File: config.mk
export PLATFORM = sky130hd
export DESIGN_NAME = rx_irq_wait_ctrl
export DESIGN_NICKNAME = d
export VERILOG_FILES = /design/src/rtl/rxw_pkg.sv /design/src/rtl/rxw_ctrl.sv /design/src/rtl/rxw_datapath.sv /design/src/rtl/rx_irq_wait_ctrl.sv
export SDC_FILE = /design/constraint.sdc
export NUM_CORES = 1
export LEC_CHECK = 0
export BUFFER_PORTS_ARGS = -buffer_cell sky130_fd_sc_hd__buf_2
export CELL_PAD_IN_SITES_DETAIL_PLACEMENT = 0
export CELL_PAD_IN_SITES_GLOBAL_PLACEMENT = 2
export CORE_MARGIN = 1.5
export CORE_UTILIZATION = 29
export DETAILED_ROUTE_END_ITERATION = 10
export PLACE_DENSITY = 0.79
export SYNTH_ARGS = -nofsm -noshare
export SYNTH_HDL_FRONTEND = slang
export SYNTH_HIERARCHICAL = 1
export SYNTH_SLANG_ARGS = --single-unit
File: constraint.sdc
create_clock -name clk -period 2.9 [get_ports clk]
set_input_delay 0.29 -clock clk [delete_from_list [all_inputs] [get_ports clk]]
set_output_delay 0.29 -clock clk [all_outputs]
set_load 0.03 [all_outputs]
File: src/rtl/rxw_pkg.sv
`timescale 1ns/1ps
package rxw_pkg;

  typedef enum logic [1:0] {
    MODE_TX      = 2'b00,
    MODE_ADDR_RX = 2'b01,
    MODE_DATA_RX = 2'b10
  } rxwMode_e;

  // Strobes from the control decode to the datapath registers
  typedef struct packed {
    logic cntClear;
    logic cntInc;
    logic raise;
    logic waitSet;
    logic waitClr;
    logic pendSet;
    logic restart;
  } ctlStrb_t;

endpackage

File: src/rtl/rxw_ctrl.sv
`timescale 1ns/1ps
module rxw_ctrl
  import rxw_pkg::*;
#(
  parameter int BITS_PER_BYTE = 8,
  localparam int CNT_MAX = BITS_PER_BYTE + 1,
  localparam int CNT_W = $clog2(CNT_MAX + 1)
) (
  input  logic [CNT_W-1:0] bitCount,
  input  logic             enReg,
  input  logic             sclFallStb,
  input  logic             byteStartStb,
  input  logic [1:0]       mode,
  input  logic             ackClkEn,
  input  logic             ackRegWr,
  input  logic             dataRegWr,
  input  logic             pendRegWr,
  output ctlStrb_t         ctl
);

  logic dataRx;
  logic effEn;
  logic fallLive;
  logic atEarly;
  logic atAck;
  logic earlyHit;

  always_comb begin
    dataRx   = (mode == MODE_DATA_RX);
    effEn    = ackClkEn & enReg;
    fallLive = sclFallStb & ~byteStartStb;
    atEarly  = fallLive & (bitCount == CNT_W'(BITS_PER_BYTE - 1));
    atAck    = fallLive & (bitCount == CNT_W'(BITS_PER_BYTE));
    earlyHit = atEarly & dataRx & effEn;

    ctl.cntClear = byteStartStb;
    ctl.cntInc   = fallLive & (bitCount != CNT_W'(CNT_MAX));
    ctl.raise    = earlyHit | atAck;
    ctl.waitClr  = ~dataRx | ~effEn | ackRegWr | atAck;
    ctl.waitSet  = earlyHit | (dataRegWr & dataRx & effEn);
    ctl.restart  = ackRegWr | dataRegWr;
    ctl.pendSet  = ackRegWr | dataRegWr | pendRegWr;
  end

endmodule

File: src/rtl/rxw_datapath.sv
`timescale 1ns/1ps
module rxw_datapath
  import rxw_pkg::*;
#(
  parameter int BITS_PER_BYTE = 8,
  localparam int CNT_MAX = BITS_PER_BYTE + 1,
  localparam int CNT_W = $clog2(CNT_MAX + 1)
) (
  input  logic             clk,
  input  logic             rstN,
  input  ctlStrb_t         ctl,
  input  logic             earlyEnWr,
  input  logic             earlyEnWrData,
  output logic [CNT_W-1:0] bitCount,
  output logic             enReg,
  output logic             irqReq,
  output logic             pendingN,
  output logic             waitFlag,
  output logic             sclHold
);

  always_ff @(posedge clk or negedge rstN) begin
    if (!rstN) begin
      bitCount <= '0;
    end else if (ctl.cntClear) begin
      bitCount <= '0;
    end else if (ctl.cntInc) begin
      bitCount <= bitCount + CNT_W'(1);
    end
  end

  always_ff @(posedge clk or negedge rstN) begin
    if (!rstN) begin
      enReg <= 1'b0;
    end else if (earlyEnWr) begin
      enReg <= earlyEnWrData;
    end
  end

  always_ff @(posedge clk or negedge rstN) begin
    if (!rstN) begin
      irqReq   <= 1'b0;
      pendingN <= 1'b1;
      sclHold  <= 1'b0;
      waitFlag <= 1'b0;
    end else begin
      irqReq <= ctl.raise;

      if (ctl.raise) begin
        pendingN <= 1'b0;
      end else if (ctl.pendSet) begin
        pendingN <= 1'b1;
      end

      if (ctl.raise) begin
        sclHold <= 1'b1;
      end else if (ctl.restart) begin
        sclHold <= 1'b0;
      end

      if (ctl.waitClr) begin
        waitFlag <= 1'b0;
      end else if (ctl.waitSet) begin
        waitFlag <= 1'b1;
      end
    end
  end

endmodule

File: src/rtl/rx_irq_wait_ctrl.sv
`timescale 1ns/1ps
module rx_irq_wait_ctrl
  import rxw_pkg::*;
#(
  parameter int BITS_PER_BYTE = 8
) (
  input  logic       clk,
  input  logic       rstN,
  input  logic       sclFallStb,
  input  logic       byteStartStb,
  input  logic [1:0] mode,
  input  logic       ackClkEn,
  input  logic       earlyEnWr,
  input  logic       earlyEnWrData,
  input  logic       ackRegWr,
  input  logic       dataRegWr,
  input  logic       pendRegWr,
  output logic       irqReq,
  output logic       pendingN,
  output logic       waitFlag,
  output logic       sclHold
);

  localparam int CNT_W = $clog2(BITS_PER_BYTE + 2);

  ctlStrb_t         ctl;
  logic [CNT_W-1:0] bitCount;
  logic             enReg;

  rxw_ctrl #(.BITS_PER_BYTE(BITS_PER_BYTE)) u_ctrl (
    .bitCount     (bitCount),
    .enReg        (enReg),
    .sclFallStb   (sclFallStb),
    .byteStartStb (byteStartStb),
    .mode         (mode),
    .ackClkEn     (ackClkEn),
    .ackRegWr     (ackRegWr),
    .dataRegWr    (dataRegWr),
    .pendRegWr    (pendRegWr),
    .ctl          (ctl)
  );

  rxw_datapath #(.BITS_PER_BYTE(BITS_PER_BYTE)) u_dp (
    .clk           (clk),
    .rstN          (rstN),
    .ctl           (ctl),
    .earlyEnWr     (earlyEnWr),
    .earlyEnWrData (earlyEnWrData),
    .bitCount      (bitCount),
    .enReg         (enReg),
    .irqReq        (irqReq),
    .pendingN      (pendingN),
    .waitFlag      (waitFlag),
    .sclHold       (sclHold)
  );

endmodule

==> results.cfg <==
[finish]
final_cell_mix = 15 x buf_2, 8 x dfrtp_1, 7 x nor2_1
drive_gt1_share_pct = 42.6
final_common_cell = buf_2
utilization_pct = 39.2
num-fill-cells = 146
diodes = 0
area_growth_pct = 27.2
nNetsFinal = 75

[routing]
ant_nets = 0
drc = 0
via_per_inst = 4.75
first_pass_iters = 2
vias = 366
drt_iter0_markers = 6
wirelength_um = 842
avgRoutedWirePerCell_um = 10.9

[flow_run]
drv_cap = 0

[yosys]
ys_seq_elements = 9
synth_cells = 42
ys_top_cells_by_area = dfrtp_1 44%, dfstp_2 5.7%, nor2_1 5.7%, a21oi_1 3.3%, mux2_4 3.3%
synth_cell_types = 24
synth.yosys.warnings = 6
syn_area_per_cell_sq_um = 10.9
synth_top_family_by_area = simple AND/OR/NAND/NOR gates
ys_seq_area_share_pct = 49.3
synthAdderAreaFrac_pct = 2.72
yosys.area_share.simple_pct = 26.2
muxShareOfSynthArea_pct = 7.90
synth_nets = 55
netlist_area_sq_um = 459
synth_area_leader_cell = dfrtp_1
synthXorXnorAreaFrac_pct = 1.91
synth_top_area_share_pct = 43.6
synth_compound_area_share_pct = 8.72

[clocking]
cts_made_buffers = 3
cts_setup_buffers = 0
ctsHoldBuffers = 1
cts.sinks = 9
htreeDepth = 1
cts_tree = done
clock_latency_ns = 0.26
root_buffer = clkbuf_4
clockBufferDepth = 2
cts.reportedPaths.clkPinSlew_ns = 0.07
cts_resized = 0

[timing]
max_freq_mhz = 646
slew_violations = 0
clock_skew_ns = 0.00426
worstMarginPinSlew_ns = 0.415
hold_violations = 0
fin_crit_sh_pct = 53.4
relSlewSlack_pct = 72.3
grt_setup_unrepaired = no
fin_setup_tns_ns = 0
min_period_ns = 1.55
setup_viol = 0

[worst_setup_path]
worstSetupEndpointType = register
path_class = register to register
crit_arrival_ns = 1.70
crit_path_max_fanout = 5
crit_required_ns = 3.05
startpoint_type = register

[worst_hold_path]
hp-class = input port to register

[die]
start_util_pct = 30.8
io-pin-count = 16
die_area_sq_um = 1830
fp.dieW_um = 42.8
rows = 14
die_h_um = 42.8
design.core.area_sq_um = 1490

[grt]
overflow = 0
grt_pass1_vias = 390
grt_use_total_pct = 11.8
grt_start_max_net_pins = 10
grt_pass1_wl_um = 1600
antenna_found_initial = 0

[outcome]
outcome = completed

[placement]
globalplace.congestion = 0.664
port_buffers = 15

[pwr]
p_per_area_nw_per_um2 = 436
max-vdd-ir-drop_uv = 154
cellLeakagePower_nw = 0.298
cell usage after synthesis (all sizes together):
master,n
ha,1
xnor2,1
or4b,1
nor2b,1
mux2,2
a21o,1
dfrtp,8
or3,2
nand4,1
dfstp,1
nand4b,1
nor3b,2
a21bo,1
nor2,7
or2,1
inv,2
o21bai,1
buf,1
a21oi,3
mux2i,1
nand2,1
nand2b,1
nand3b,1
sequential cells by signal, summed over array words and instances (netlist names):
| signal | count |
|---|---|
| u_dp/pendingN | 1 |
| u_dp/bitCount | 4 |
| u_dp/sclHold | 1 |
| u_dp/enReg | 1 |
| u_dp/waitFlag | 1 |
| u_dp/irqReq | 1 |
routing by layer:
layer / global-route usage, % / wire, um
met2: 17.6 / 396
met3: 3.83 / 37
met1: 15.2 / 409
met4: 5.63 / 0
met5: 0 / 0
logic make-up (layout without fill, tap and decap cells):
family          Yosys count  in the layout
compound gates            6              6
xor+xnor                  1              1
fa+ha+maj                 1              1
buf+inv                   3             22
flops                     9              9
mux                       3              3
simple gates             19             19
report_power, final:
group | switching (mW) | internal [mW] | total, mW
Clock | 0.0472 | 0.0510 | 0.0982
Combinational | 0.0111 | 0.0131 | 0.0243
Sequential | 0.00356 | 0.129 | 0.132
Total | 0.0620 | 0.193 | 0.255
area by class of cell:
class,count,area (sq um),share of cell area [%]
clock buffers,3,22.5,3.85
clock inverters,1,5.00,0.857
inverters,2,7.51,1.28
multi-input cells,30,218,37.3
flip-flops and latches,9,226,38.8
well taps,16,20.0,3.43
repair buffers,16,85.1,14.6
worst paths after layout:
path                                         startpoint                      endpoint  slack, ns  depth (start not counted)
min reg2reg                    u_dp/sclHold$_DFFE_PN0P_      u_dp/sclHold$_DFFE_PN0P_       0.48                          1
max in group asynchronous                          rstN     u_dp/pendingN$_DFFE_PN1P_       2.25                          2
max                        u_dp/bitCount[3]$_DFFE_PN0P_  u_dp/bitCount[3]$_DFFE_PN0P_       1.35                          4
min in group asynchronous                          rstN  u_dp/bitCount[2]$_DFFE_PN0P_       0.40                          2
max reg2reg                u_dp/bitCount[3]$_DFFE_PN0P_  u_dp/bitCount[3]$_DFFE_PN0P_       1.35                          4
min                                       earlyEnWrData        u_dp/enReg$_DFFE_PN0P_       0.26                          2
critical path: stages, from the launching register on:
cell and delay, ns:
dfrtp_1 0.41, nor3b_1 0.16, a21oi_1 0.37, nand4_1 0.18, mux2_4 0.32
per-stage QoR:
stage                     power [mW]  hold WS, ns  std cells  setup slack, ns  cell area, sq um
final                          0.255        0.257         77             1.35               584
after global routing           0.274        0.246         77             1.24               584
after CTS                      0.260        0.249         77             1.35               584
after detailed placement       0.158        0.151         72             1.36               547
after global placement         0.159        0.154         72             1.36               547
after floorplan                0.146     -0.00559         42             1.46               459
Note: power is estimated with default switching activity, not from simulation.
